===== config.mk =====
export PLATFORM = sky130hd
export DESIGN_NAME = spi_eeprom_pager
export DESIGN_NICKNAME = d
export VERILOG_FILES = /design/src/rtl/spi_eeprom_pager.sv
export SDC_FILE = /design/constraint.sdc
export NUM_CORES = 1
export LEC_CHECK = 0
export BUFFER_PORTS_ARGS = -buffer_cell sky130_fd_sc_hd__buf_2
export CORE_ASPECT_RATIO = 0.5
export CORE_MARGIN = 2
export CORE_UTILIZATION = 45
export CTS_CLUSTER_DIAMETER = 120
export CTS_CLUSTER_SIZE = 16
export DETAILED_ROUTE_END_ITERATION = 8
export GPL_TIMING_DRIVEN = 0
export HOLD_SLACK_MARGIN = 0.05
export PLACE_DENSITY = 0.65
export SYNTH_ARGS = -nofsm -noshare
export SYNTH_HDL_FRONTEND = slang
export SYNTH_SLANG_ARGS = --single-unit

===== constraint.sdc =====
create_clock -name clk -period 2.26 [get_ports clk]
set_input_delay 0.226 -clock clk [delete_from_list [all_inputs] [get_ports clk]]
set_output_delay 0.226 -clock clk [all_outputs]
set_load 0.05 [all_outputs]

===== src/rtl/spi_eeprom_pager.sv =====
module spi_eeprom_pager #(
  parameter int SCK_DIV    = 16,
  parameter int PAGE_BYTES = 16
) (
  input  logic        clk,
  input  logic        rst_n,
  input  logic        req_start,
  input  logic        req_write,
  input  logic [15:0] req_addr,
  input  logic [7:0]  req_len,
  output logic        req_busy,
  output logic        req_done,
  input  logic [7:0]  wr_data,
  output logic        wr_take,
  output logic [7:0]  rd_data,
  output logic        rd_valid,
  output logic        sclk,
  output logic        mosi,
  input  logic        miso,
  output logic        cs_n
);
  localparam int HALF = SCK_DIV / 2;
  localparam int DW   = (HALF > 1) ? $clog2(HALF) : 1;
  localparam int GW   = (SCK_DIV > 1) ? $clog2(SCK_DIV) : 1;
  localparam int PW   = $clog2(PAGE_BYTES);

  typedef enum logic [3:0] {
    S_IDLE, S_GAP, S_FIN, S_WRDI, S_POLL_OP, S_POLL_RD, S_WREN,
    S_WR_OP, S_WR_AH, S_WR_AL, S_WR_DATA, S_RD_OP, S_RD_AH, S_RD_AL, S_RD_DATA
  } st_t;

  st_t         st, gap_next;
  logic [GW-1:0] gcnt;
  logic        armed;
  logic [15:0] addr;
  logic [7:0]  cnt;

  logic          bx_busy, bx_done, rbit;
  logic [DW-1:0] dcnt;
  logic [2:0]    bcnt;
  logic [7:0]    sh, tx_sel;

  logic        in_byte, launch;
  logic [15:0] nxt_addr;

  assign in_byte  = !(st inside {S_IDLE, S_GAP, S_FIN});
  assign launch   = in_byte && !armed;
  assign cs_n     = !in_byte;
  assign mosi     = sh[7];
  assign rd_data  = sh;
  assign req_busy = (st != S_IDLE);
  assign req_done = (st == S_FIN);
  assign wr_take  = launch && (st == S_WR_DATA);
  assign nxt_addr = addr + 16'd1;

  always_comb begin
    case (st)
      S_WRDI:    tx_sel = 8'h04;
      S_POLL_OP: tx_sel = 8'h05;
      S_WREN:    tx_sel = 8'h06;
      S_WR_OP:   tx_sel = 8'h02;
      S_RD_OP:   tx_sel = 8'h03;
      S_WR_AH, S_RD_AH: tx_sel = addr[15:8];
      S_WR_AL, S_RD_AL: tx_sel = addr[7:0];
      S_WR_DATA: tx_sel = wr_data;
      default:   tx_sel = 8'h00;
    endcase
  end

  // byte exchange engine, mode 0
  always_ff @(posedge clk or negedge rst_n) begin
    if (!rst_n) begin
      bx_busy <= 1'b0;
      bx_done <= 1'b0;
      sclk    <= 1'b0;
      dcnt    <= '0;
      bcnt    <= '0;
      sh      <= '0;
      rbit    <= 1'b0;
    end else begin
      bx_done <= 1'b0;
      if (launch) begin
        bx_busy <= 1'b1;
        sh      <= tx_sel;
        dcnt    <= '0;
        bcnt    <= '0;
      end else if (bx_busy) begin
        if (dcnt == DW'(HALF - 1)) begin
          dcnt <= '0;
          sclk <= !sclk;
          if (!sclk) begin
            rbit <= miso;
          end else begin
            sh   <= {sh[6:0], rbit};
            bcnt <= bcnt + 3'd1;
            if (bcnt == 3'd7) begin
              bx_busy <= 1'b0;
              bx_done <= 1'b1;
            end
          end
        end else begin
          dcnt <= dcnt + DW'(1);
        end
      end
    end
  end

  // frame sequencer
  always_ff @(posedge clk or negedge rst_n) begin
    if (!rst_n) begin
      st       <= S_GAP;
      gap_next <= S_WRDI;
      gcnt     <= '0;
      armed    <= 1'b0;
      addr     <= '0;
      cnt      <= '0;
      rd_valid <= 1'b0;
    end else begin
      rd_valid <= bx_done && (st == S_RD_DATA);
      if (launch) armed <= 1'b1;
      case (st)
        S_IDLE: if (req_start) begin
          addr <= req_addr;
          cnt  <= req_len;
          if (req_len == 8'd0) st <= S_FIN;
          else if (req_write)  st <= S_POLL_OP;
          else                 st <= S_RD_OP;
        end
        S_GAP: begin
          if (gcnt == GW'(SCK_DIV - 1)) begin
            gcnt <= '0;
            st   <= gap_next;
          end else begin
            gcnt <= gcnt + GW'(1);
          end
        end
        S_FIN: st <= S_IDLE;
        default: if (bx_done) begin
          armed <= 1'b0;
          case (st)
            S_WRDI:    begin st <= S_GAP; gap_next <= S_IDLE; end
            S_POLL_OP: st <= S_POLL_RD;
            S_POLL_RD: begin st <= S_GAP; gap_next <= sh[0] ? S_POLL_OP : S_WREN; end
            S_WREN:    begin st <= S_GAP; gap_next <= S_WR_OP; end
            S_WR_OP:   st <= S_WR_AH;
            S_WR_AH:   st <= S_WR_AL;
            S_WR_AL:   st <= S_WR_DATA;
            S_RD_OP:   st <= S_RD_AH;
            S_RD_AH:   st <= S_RD_AL;
            S_RD_AL:   st <= S_RD_DATA;
            S_WR_DATA: begin
              addr <= nxt_addr;
              cnt  <= cnt - 8'd1;
              if (cnt == 8'd1) begin
                st <= S_GAP; gap_next <= S_FIN;
              end else if (nxt_addr[PW-1:0] == '0) begin
                st <= S_GAP; gap_next <= S_POLL_OP;
              end
            end
            S_RD_DATA: begin
              cnt <= cnt - 8'd1;
              if (cnt == 8'd1) begin
                st <= S_GAP; gap_next <= S_FIN;
              end
            end
            default: st <= S_IDLE;
          endcase
        end
      endcase
    end
  end
endmodule



; ---- Word level (Yosys, flattened, before mapping)
; Index checks and enable logic that the tools add are counted.
[totals]
inputBits = 37
word_cells = 128
regBits = 56
[classes]
reduce_logical = 32
n_eq_ne = 24
bitwise_logic = 4
n_mux = 49
n_addsub = 5
[op_table]
columns = cell, count
row1 = 8-bit one-hot mux with 8 select lines, 1
row2 = 8-bit two-way mux, 7
row3 = 16-bit two-way mux, 3
row4 = 4-bit two-way mux, 12
row5 = 4-bit one-hot mux with 10 select lines, 1
row6 = 4-bit equality test (second input constant), 8
row7 = 16-bit one-hot mux with 2 select lines, 1
row8 = 3-bit two-way mux, 7
row9 = 4-bit one-hot mux with 5 select lines, 1
row10 = 16-bit by 1-bit adder with 16-bit output (second input constant), 1
row11 = 4-bit by 3-bit equality test with 1-bit output (second input constant), 4
row12 = 8-bit one-hot mux with 2 select lines, 1
row13 = 1-bit two-way mux, 13
row14 = 4-bit one-hot mux with 3 select lines, 1
row15 = 4-bit AND reduction, 3
row16 = 2-bit nonzero test, 6
row17 = 5-bit AND reduction, 2
row18 = 4-bit by 2-bit equality test with 1-bit output (second input constant), 2
row19 = 8-bit by 1-bit equality test with 1-bit output (second input constant), 1
row20 = 4-bit logical NOT, 2
row21 = 8-bit logical NOT, 1
row22 = 4-bit nonzero test, 2
row23 = 2-bit OR reduction, 4
row24 = 8-bit by 1-bit subtractor with 8-bit output (second input constant), 1
row25 = other kinds (17), 29

; ---- Longest topological paths before layout
; Gate-level depths: netlist of the first run.
[logic_depth]
word_depth = 7
depth_mapped = 7

; ---- Least setup slack after synthesis of the first run
; OpenSTA, ideal clock, no wires.
[synth_timing]
kind = register -> output
start = register st[3]
end = output req_done
path_stages_with_launch = 5
n_path_buf = 3
required_ns = 2.034
path_slack_ns = 0.077
t_arrival_ns = 1.957
cell_sequence = dfrtp_1 > buf_2 > buf_2 > clkbuf_1 > nor3_1
[synth_between]
elab_chain_cells = 1
[synth_lines]
columns = item, line
row1 = start: declaration, 32  ; st_t st, gap_next;
row2 = start signal: assignment, 132  ; st <= gap_next;
row3 = 4-bit by 2-bit equality test with 1-bit output, 52  ; assign req_done = (st == S_FIN);
row4 = end: declaration, 12  ; output logic req_done,
; No other way between the ends.

; ---- Final worst setup path of the first run
[layout_timing]
start = register st[0]
end = register st[2]
[layout_between]
elab_chain_cells = 5
word_cells_on_any_way = 25
classes_between = 18 x eq/ne / 3 x mux / 4 x reduce/logical
[layout_lines]
columns = item, line
row1 = 4-bit by 3-bit equality test with 1-bit output / 4-bit by 2-bit equality test with 1-bit output (equally long branches), 140  ; case (st)
row2 = 3-bit OR reduction (no source line), -
row3 = 4-bit one-hot mux with 10 select lines, 140
row4 = 4-bit two-way mux, 138  ; default: if (bx_done) begin
row5 = 4-bit one-hot mux with 3 select lines, 121  ; case (st)
; Parallel ways exist; a longest one is shown, timed or not. The select of a mux whose other input is x is not followed.
; A chain may end at the register's enable or synchronous reset.

==> results by group, run 1 <==
Global routing
  • Largest net degree at the start of global routing: 56
  • GRT Total Usage: 0.233
  • Vias in the first global route: 3030
  • Global-route wire length before repair: 15300 microns
  • Initial antenna violation count: 0
  • Grt total ovfl: 0

Final layout
  • Area Overhead vs Synth: 15.6%
  • Final Core Density: 0.544
  • Non-Filler Instances: 548
  • Final net count: 496
  • Share of cells above drive strength 1: 0.215
  • Ant. Diodes: 0

Yosys
  • Unique masters post-synth: 63
  • Mapped Avg Cell Area: 8.93 sq um
  • Yosys top cell by area: dfrtp_1
  • Synthesized area: 3500 sq um
  • Cells after Synth: 392
  • Fraction of registers with async set/reset: 1.00
  • Synth Warn #: 0
  • Post-synth EDFFs: 0
  • Synth top area cells: dfrtp_1, a21oi_1, o21ai_0, mux2_2, nor2_1
  • Post-synthesis simple-gate area fraction: 0.191
  • Most frequent cells after synthesis: dfrtp_1, a21oi_1, o21ai_0
  • Dominant synthesized flop cell: dfrtp_1
  • Synth Area in Compound Gates: 0.252
  • Post-synth top area share: 0.372
  • Synth Area in XOR/XNOR: 0.0125
  • Syn nets: 437
  • Multiplexer share of the synthesized area: 0.0733
  • Largest family of logic cells by synthesized area: compound AO/OA/AOI/OAI gates
  • Sequential fraction of the synthesis area: 0.394
  • Count leader, synth: dfrtp_1
  • Post-synthesis register bit count: 55
  • Adder-Cell Fraction of Synth Area: 0.0286

Placement
  • Post-Place Cells: 539
  • PortBufs: 51
  • HPWL reported at the end of detailed placement: between 6000 and 7000 microns
  • Routability congestion estimate: 0.872

STA
  • Hold Vio Cnt, Final: 0
  • Final Max Tran Viols: 0
  • Final setup viols: 0
  • WHS: about 0.16 ns
  • RSZ-0062 raised after global routing: no
  • Setup_tns: 0 ns
  • Final Critical Period: 2.13 ns
  • Tcrit/Tclk final: 0.943
  • Worst slew margin: 0.455
  • Maximum clock frequency: roughly 0.47 GHz
  • Fin Clk Skew: slightly below 0.008 ns
  • Transition time of the tightest slew-check pin: 0.811 ns

Setup path
  • CP Capture Type: flop
  • CP startpoint kind: flop
  • CP Depth: 7
  • Slowest CP cell: dfstp_2
  • Worst reg-to-reg path cell count: 7
  • End of the critical path: st[2]
  • Crit path max-delay family: buffers and inverters
  • Critical R2R Launch: st[0]
  • FF-to-FF End: st[2]
  • Crit path DAT: 2.29 ns
  • Critical path class: flop to flop
  • FF-to-FF setup slack: approximately 0.13 ns
  • Worst Path Max Fanout: 18
  • CP cell instances: buf_4, nor4_4, inv_2, clkbuf_1, a21oi_1, a221oi_1, mux2i_1
  • CP Launch Point: st[0]
  • Critical path's largest stage delay: 0.52 ns
  • Critical path buffers and inverters: 3
  • Required @ worst endpoint: 2.41 ns

Hold path
  • Worst hold stages: 2
  • Min-Delay Path Class: input port to flop
  • Hold path start: miso

Run status
  • Outcome: finished clean

Floorplanning
  • Ports: 52
  • # rows: 22
  • Die area: between 8000 and 9000 sq um
  • Die X: 129 microns
  • Die H: 66.4 microns
  • Initial core utilization: 0.471
  • Core Area: 7430 sq um

Drt
  • Remaining antenna violation count: 0
  • Wirelength per Cell: 17.3 microns
  • DR vias/cell: 6.00
  • Starting DRT DRC Count: 194
  • DRC: 0
  • Routed vias: 3290
  • DRT Wirelength: 9450 microns
  • Pre-antenna DRT Iters: 5

Flow run
  • Max Cap Violations: 0

Clock tree
  • TritonCTS clock tree: built
  • Clock sinks: 55
  • H-tree depth: 2
  • Total CTS buffers: 5
  • CTS max path bufs: 2
  • CTS root buf: clkbuf_16
  • CTS clk-pin slew, worst paths: 0.07 ns
  • Clock latency on the worst-skew pair: 0.30 ns

Power and ir drop
  • Total power: 0.00186 W
  • VDD IR max: 0.257 mV
  • Pwr dens: 461 nW/um^2
  • Leakage power: 1.87 nW
cells by family after synthesis:
kind of cell,after synthesis
adders and majority gates,8
buffers and inverters,40
muxes,23
xor gates and xnor gates,5
and+or+nand+nor,122
AOI/OAI and AO/OA,139
DFF,55
cell usage in the layout, fill, tap and decap left out, types with 8 or more instances in the layout:
master     n
nand3_1   17
o22ai_1   15
nor2_1    28
o21ai_0   32
dfrtp_1   52
ha_1       8
clkbuf_1  15
o21a_1     8
inv_1     10
nand2b_1  10
a21oi_1   42
nand2_1   23
mux2i_1    8
mux2_2    13
buf_2     55
state kept, by name, summed over array words and instances (netlist names), 3 cells and up:
signal,flops
st,4
gcnt,4
gap_next,3
rd_data,8
cnt,8
addr,16
bcnt,3
dcnt,3
what timing repair did:
action,CTS,global route
hold endpoints to repair,0,30
buffers inserted,1,0
gates cloned,0,0
setup endpoints to repair,1,10
gates resized for setup,0,4
hold buffers,0,1
pin swaps,1,0
through the flow:
| stage | area [sq um] | setup slack, ns |
|---|---|---|
| 6_report | 4050 | 0.129 |
| 4_1_cts | 4020 | 0.0171 |
| 3_3_place_gp | 3870 | 0.0428 |
| 3_5_place_dp | 3870 | 0.0343 |
| 2_1_floorplan | 3500 | 0.0771 |
| 5_1_grt | 4050 | 0.0124 |
worst min path at each step:
stage             endpoint
2_1_floorplan      addr[0]
3_3_place_gp          rbit
3_5_place_dp   gap_next[1]
4_1_cts               rbit
5_1_grt               rbit
6_report              rbit
power breakdown:
group / switching, W / internal [W] / total, W
sequential: 0.00000365 / 0.000987 / 0.000991
clock: 0.000385 / 0.000410 / 0.000795
combinational: 0.0000483 / 0.0000308 / 0.0000791
total: 0.000436 / 0.00143 / 0.00186
cell type report:
class | instances | area, sq um
clock buffer | 5 | 125
inverter | 11 | 41.3
clock inverter | 3 | 20.0
sequential | 55 | 1380
fill | 736 | 3390
timing repair buffer | 53 | 275
buffer | 28 | 129
tap | 96 | 120
multi-input combinational | 297 | 1950
routing by layer:
layer	global-route usage	vias up	share of wire
li1	-	1585	-
met5	0	-	0
met1	0.342	1597	0.50
met4	0.0516	0	0.0047
met2	0.345	103	0.42
met3	0.0591	5	0.072
No activity file was read; power rests on OpenSTA's default activity.
==> run 2: changes to the inputs <==
--- a/config.mk
+++ b/config.mk
@@ -5,6 +5,7 @@
 export SDC_FILE = /design/constraint.sdc
 export NUM_CORES = 1
 export LEC_CHECK = 0
+export ABC_AREA = 1
 export BUFFER_PORTS_ARGS = -buffer_cell sky130_fd_sc_hd__buf_2
 export CORE_ASPECT_RATIO = 0.5
 export CORE_MARGIN = 2
==> results by group, run 2 <==
Global routing
  • GRT Total Usage: 0.219 (was 0.233)
  • Grt met1 use: 0.314 (was 0.342)
  • Grt total ovfl: 0 (unchanged)
  • Largest net degree at the start of global routing: 56 (unchanged)
  • Initial antenna violation count: 0 (unchanged)
  • GR Util met2: 0.354 (was 0.345)
  • Global route hottest layer: met2 (unchanged)
  • Vias in the first global route: 3238 (was 3030)
  • Global-route wire length before repair: 15300 microns (about the same)
  • M3 GR Usage: 0.0407 (was 0.0591)

Final layout
  • Max reg flops: 16 (unchanged)
  • Non-Filler Instances: 726 (was 548)
  • Most common cell after layout, fill and taps aside: nand2_1 (was buf_2)
  • Share of cells above drive strength 1: 0.153 (was 0.215)
  • Area Overhead vs Synth: 15.3% (was 15.6%)
  • Ant. Diodes: 0 (unchanged)
  • Top reg by flops: addr (unchanged)
  • Final net count: 658 (was 496)
  • Most used cells in the layout excluding fill and tap cells: nand2_1, nor2_1, buf_2 (was buf_2, dfrtp_1, a21oi_1)

Yosys
  • Synth Warn #: 0 (unchanged)
  • Post-synthesis register bit count: 55 (unchanged)
  • Most frequent cells after synthesis: nand2_1, nor2_1, dfrtp_1 (was dfrtp_1, a21oi_1, o21ai_0)
  • Synthesized area: 3670 sq um (was 3500 sq um)
  • Unique masters post-synth: 34 (was 63)
  • Fraction of registers with async set/reset: 1.00 (unchanged)
  • Post-synth top area share: 0.354 (was 0.372)
  • Post-synth EDFFs: 0 (unchanged)
  • Sequential fraction of the synthesis area: 0.376 (was 0.394)
  • Mapped Avg Cell Area: 6.63 sq um (was 8.93 sq um)
  • Dominant synthesized flop cell: dfrtp_1 (unchanged)
  • Yosys top cell by area: dfrtp_1 (unchanged)
  • Syn nets: 599 (was 437)
  • Count leader, synth: nand2_1 (was dfrtp_1)
  • Synth top area cells: dfrtp_1, nand2_1, nor2_1, nand3_1, o21ai_0 (was dfrtp_1, a21oi_1, o21ai_0, mux2_2, nor2_1)
  • Cells after Synth: 554 (was 392)

Drt
  • DR vias/cell: 5.06 (was 6.00)
  • Wirelength per Cell: 12.7 microns (was 17.3 microns)
  • Pre-antenna DRT Iters: 5 (unchanged)
  • Starting DRT DRC Count: 272 (was 194)
  • DRC: 0 (unchanged)
  • DRT Wirelength: 9250 microns (was 9450 microns)
  • Routed vias: 3677 (was 3290)
  • Remaining antenna violation count: 0 (unchanged)

STA
  • Worst slew margin: 0.498 (was 0.455)
  • Maximum clock frequency: 0.468 GHz (was 0.469 GHz)
  • Final setup viols: 0 (unchanged)
  • Hold Vio Cnt, Final: 0 (unchanged)
  • Fin Clk Skew: 0.00368 ns (was 0.00781 ns)
  • Tcrit/Tclk final: 0.945 (was 0.943)
  • Worst Setup Slack, final: 0.125 ns (was 0.129 ns)
  • Transition time of the tightest slew-check pin: 0.753 ns (was 0.811 ns)
  • RSZ-0062 raised after global routing: no (unchanged)
  • Final Max Tran Viols: 0 (unchanged)
  • Setup_tns: 0 ns (unchanged)
  • Final Critical Period: 2.14 ns (was 2.13 ns)

Floorplanning
  • Die area: 8940 sq um (was 8540 sq um)
  • Die X: 132 microns (was 129 microns)
  • Die H: 67.9 microns (was 66.4 microns)
  • Initial core utilization: 0.461 (was 0.471)
  • # rows: 23 (was 22)
  • Core Area: 7970 sq um (was 7430 sq um)
  • Ports: 52 (unchanged)

Power and ir drop
  • Total power: 0.00598 W (was 0.00186 W)
  • Pwr dens: 1410 nW/um^2 (was 461 nW/um^2)
  • Leakage power: 2.28 nW (was 1.87 nW)
  • VDD IR max: 0.483 mV (was 0.257 mV)

Flow run
  • Max Cap Violations: 0 (unchanged)

Setup path
  • CP cell instances: buf_4, nand2_1, nand3_2, nand2_2, clkinvlp_4, nand2_1, inv_1, clkbuf_4 (was buf_4, nor4_4, inv_2, clkbuf_1, a21oi_1, a221oi_1, mux2i_1)
  • Slowest CP cell: dfstp_2 (unchanged)
  • Worst Path Max Fanout: 10 (was 18)
  • Crit path DAT: 1.91 ns (was 2.29 ns)
  • Critical path class: flop to output port (was flop to flop)
  • CP startpoint kind: flop (unchanged)
  • CP most frequent cell: nand2_1
  • Critical path's largest stage delay: 0.52 ns (about the same)
  • Required @ worst endpoint: 2.03 ns (was 2.41 ns)
  • CP Capture Type: output port (was flop)

Clock tree
  • H-tree depth: 2 (unchanged)
  • CTS clk-pin slew, worst paths: 0.07 ns (about the same)
  • Postcts setup bufs: 0 (was 1)
  • CTS root buf: clkbuf_16 (unchanged)
  • Clock sinks: 55 (unchanged)
  • Total CTS buffers: 5 (unchanged)
  • TritonCTS clock tree: built (unchanged)
  • CTS max path bufs: 2 (unchanged)
  • Clock latency on the worst-skew pair: 0.29 ns (was 0.30 ns)

Hold path
  • Min-Delay Path Class: input port to flop (unchanged)

Placement
  • Pre-CTS setup slack: 0.304 ns (was 0.0343 ns)
  • Post-Place Cells: 717 (was 539)
  • PortBufs: 51 (unchanged)
  • HPWL reported at the end of detailed placement: 6890 microns (was 6690 microns)
  • Routability congestion estimate: 0.934 (was 0.872)

Run status
  • Outcome: finished clean (unchanged)
==> run 2: final cells by class <==
class,count,area (sq um)
fill,823,3740
multi-input combinational,431,2000
sequential,55,1380
timing repair buffer,52,270
inverter,53,203
clock buffer,7,143
tap,112,140
buffer,15,97.6
clock inverter,1,5.00
==> run 2: power by group <==
| part | internal [W] | total (W) | switching (W) |
|---|---|---|---|
| Sequential | 0.00140 | 0.00181 | 0.000410 |
| Combinational | 0.00105 | 0.00336 | 0.00231 |
| Clock | 0.000441 | 0.000800 | 0.000359 |
| Total | 0.00290 | 0.00598 | 0.00308 |
==> run 2: logic make-up (layout without fill, tap and decap cells) <==
logic type	count (synthesis)	in the layout	synth area share
compound gates	62	62	0.0899
xor+xnor	6	6	0.0143
fa+ha+maj	8	8	0.0273
buf+inv	68	128	0.0807
flops	55	55	0.376
simple gates	355	355	0.412
==> run 2: per-layer routing <==
| layer | wire (microns) | up-vias |
|---|---|---|
| li1 | - | 1887 |
| met1 | 4810 | 1704 |
| met2 | 3920 | 82 |
| met3 | 464 | 4 |
| met4 | 49 | 0 |
| met5 | 0 | - |
==> run 2: per-stage QoR <==
stage	utilization	instance area, sq um	hold WS [ns]
after global placement	0.510	4070	0.453
after CTS	0.529	4220	0.183
after floorplan	-	3670	-0.0696
after global routing	0.531	4230	0.194
final	0.531	4230	0.185
after detailed placement	0.510	4070	0.461
==> run 2: critical path: cells and delay by family, from the launching register on <==
kind / cells / cell delay (ns)
buffers and inverters: 4 / 0.62
DFF: 1 / 0.52
and+or+nand+nor: 4 / 0.46
==> run 2: worst paths after layout <==
check / start / to / slack [ns] / cells after the start
max: st[0] / wr_take / 0.12 / 8
min: miso / rbit / 0.19 / 3
max reg2reg: st[0] / addr[5] / 0.29 / 8
min reg2reg: gap_next[0] / gap_next[0] / 0.47 / 2
max in group asynchronous: rst_n / st[3] / 1.22 / 2
min in group asynchronous: rst_n / cnt[1] / 0.52 / 2
==> run 2: repair_timing <==
item / CTS / global route
hold buffers: 0 / 1
setup endpoints to repair: 0 / 1
endpoints found under the hold margin: 0 / 14
resized for setup: 0 / 2
==> run 3: changes to the inputs <==
--- a/config.mk
+++ b/config.mk
@@ -16,6 +16,7 @@
 export GPL_TIMING_DRIVEN = 0
 export HOLD_SLACK_MARGIN = 0.05
 export PLACE_DENSITY = 0.65
+export SETUP_SLACK_MARGIN = 0.5
 export SYNTH_ARGS = -nofsm -noshare
 export SYNTH_HDL_FRONTEND = slang
 export SYNTH_SLANG_ARGS = --single-unit
==> results by group, run 3 (synthesis gave the netlist of run 2 again) <==
Setup path
  • Critical path class: flop to output port (unchanged)
  • Worst reg-to-reg path cell count: 12 (was 8)
  • Crit path max-delay family: flip-flops (was buffers and inverters)
  • Worst Path Max Fanout: 8 (was 10)
  • CP Capture Type: output port (unchanged)
  • FF-to-FF setup slack: 0.51 ns (was 0.29 ns)
  • Crit path DAT: 1.54 ns (was 1.91 ns)
  • CP cell instances: buf_12, nand2_4, nand3_4, nand2_8, clkinv_8, nand2_2, inv_1, buf_6 (was buf_4, nand2_1, nand3_2, nand2_2, clkinvlp_4, nand2_1, inv_1, clkbuf_4)
  • Critical path buffers and inverters: 4 (unchanged)
  • Required @ worst endpoint: 2.03 ns (about the same)
  • Slowest CP cell: dfstp_2 (unchanged)
  • FF-to-FF End: addr[8] (was addr[5])
  • Critical R2R Launch: st[0] (unchanged)
  • Critical path's largest stage delay: 0.55 ns (was 0.52 ns)
  • CP startpoint kind: flop (unchanged)

Final layout
  • Most used cells in the layout excluding fill and tap cells: nand2_1, nor2_1, buf_2, dfrtp_1, inv_1 (was nand2_1, nor2_1, buf_2)
  • Final Core Density: 0.574 (was 0.531)
  • Ant. Diodes: 0 (unchanged)
  • Share of cells above drive strength 1: 0.226 (was 0.153)
  • Max reg flops: 16 (unchanged)
  • Cell area after layout: 4580 sq um (was 4230 sq um)
  • Non-Filler Instances: 744 (was 726)
  • Final net count: 676 (was 658)
  • Top reg by flops: addr (unchanged)
  • Area Overhead vs Synth: 24.7% (was 15.3%)
  • Most common cell after layout, fill and taps aside: nand2_1 (unchanged)

Global routing
  • Grt total ovfl: 0 (unchanged)
  • GRT Total Usage: 0.223 (was 0.219)
  • Vias in the first global route: 3256 (was 3238)
  • Initial antenna violation count: 0 (unchanged)
  • Largest net degree at the start of global routing: 56 (unchanged)
  • Global-route wire length before repair: 15600 microns (was 15300 microns)

Drt
  • Starting DRT DRC Count: 288 (was 272)
  • Wirelength per Cell: 13.0 microns (was 12.7 microns)
  • DR vias/cell: 5.03 (was 5.06)
  • DRC: 0 (unchanged)
  • Pre-antenna DRT Iters: 7 (was 5)
  • DRT Wirelength: 9650 microns (was 9250 microns)
  • Routed vias: 3742 (was 3677)
  • Remaining antenna violation count: 0 (unchanged)

Floorplanning
  • Initial core utilization: 0.461 (unchanged)
  • Ports: 52 (unchanged)
  • Die H: 67.9 microns (unchanged)
  • Die area: 8940 sq um (unchanged)
  • Core Area: 7970 sq um (unchanged)
  • # rows: 23 (unchanged)
  • Die X: 132 microns (unchanged)

STA
  • Final setup viols: 0 (unchanged)
  • Final Critical Period: 1.77 ns (was 2.14 ns)
  • Transition time of the tightest slew-check pin: 0.731 ns (was 0.753 ns)
  • Hold Vio Cnt, Final: 0 (unchanged)
  • Worst slew margin: 0.513 (was 0.498)
  • Maximum clock frequency: 0.566 GHz (was 0.468 GHz)
  • Tcrit/Tclk final: 0.782 (was 0.945)
  • RSZ-0062 raised after global routing: yes (was no)
  • WHS: 0.181 ns (was 0.185 ns)
  • Final Max Tran Viols: 0 (unchanged)
  • Fin Clk Skew: 0.00492 ns (was 0.00368 ns)
  • Setup_tns: 0 ns (unchanged)

Hold path
  • Hold path start: miso (unchanged)
  • Worst hold stages: 3 (unchanged)
  • Min-Delay Path Class: input port to flop (unchanged)
  • Hold Crit Endpoint: rbit (unchanged)

Clock tree
  • CTS max path bufs: 2 (unchanged)
  • CTS root buf: clkbuf_16 (unchanged)
  • Clock latency on the worst-skew pair: 0.30 ns (was 0.29 ns)
  • H-tree depth: 2 (unchanged)
  • TritonCTS clock tree: built (unchanged)
  • Total CTS buffers: 5 (unchanged)
  • Clock sinks: 55 (unchanged)
  • CTS clk-pin slew, worst paths: 0.07 ns (about the same)

Power and ir drop
  • Pwr dens: 1440 nW/um^2 (was 1410 nW/um^2)
  • Leakage power: 2.44 nW (was 2.28 nW)
  • VDD IR max: 0.494 mV (was 0.483 mV)

Flow run
  • Max Cap Violations: 0 (unchanged)

Placement
  • Post-Place Cells: 717 (unchanged)
  • HPWL reported at the end of detailed placement: 6890 microns (unchanged)
  • Post-place instance area: 4070 sq um (unchanged)
  • Routability congestion estimate: 0.934 (unchanged)
  • PortBufs: 51 (unchanged)

Run status
  • Outcome: finished clean (unchanged)
[run 3: changes by cell type in the layout (fill, tap and decap cells not counted), sizes merged]
cell	before	now
clkbuf	12	11
buf	61	80
[run 3: worst max-delay path by stage]
stage	startpoint	endpoint	slack (ns)	cells past startpoint
2_1_floorplan	st[0]	wr_take	0.57	7
3_3_place_gp	st[0]	addr[11]	0.33	8
3_5_place_dp	st[0]	addr[5]	0.30	8
4_1_cts	st[0]	wr_take	0.43	8
5_1_grt	st[1]	wr_take	0.42	7
6_report	st[0]	wr_take	0.49	8
[run 3: repair_timing]
item	4_1_cts	5_1_grt
hold buffers	0	1
hold endpoints to repair	0	16
buffers inserted	4	14
pin swaps	0	5
resized for setup	21	45
setup endpoints to repair	33	43
[run 3: report_power, final]
part           internal, W  switching [W]
Sequential         0.00141       0.000438
Combinational      0.00143        0.00251
Clock             0.000441       0.000366
Total              0.00328        0.00331
[run 3: worst register-to-register path, delay by kind of cell (launching register included)]
family	cells	cell delay, ns
flip-flops	1	0.55
AND/OR/NAND/NOR	6	0.44
buffers and inverters	5	0.62
AO/OA/AOI/OAI	1	0.09
[run 3: layout make-up]
| type | instances | area, sq um |
|---|---|---|
| clock inverters | 1 | 5.00 |
| well taps | 112 | 140 |
| multi-input cells | 431 | 2120 |
| plain buffers | 15 | 135 |
| fillers | 781 | 3390 |
| clock buffers | 7 | 143 |
| flip-flops and latches | 55 | 1380 |
| repair buffers | 70 | 434 |
| inverters | 53 | 220 |
[run 3: layer usage]
metal  vias to the layer above  share of wire  wire, microns  GRT usage
met4                         0         0.0059             57     0.0448
met5                         -              0              0          0
met1                      1738           0.52           5040      0.323
li1                       1922              -              -          -
met3                         4          0.039            379     0.0370
met2                        78           0.43           4170      0.357
[run 3: metrics by stage]
step	setup slack, ns	power, W
6_report	0.492	0.00659
5_1_grt	0.418	0.00717
4_1_cts	0.426	0.00618
3_5_place_dp	0.304	0.00517
3_3_place_gp	0.329	0.00514
2_1_floorplan	0.566	0.00432
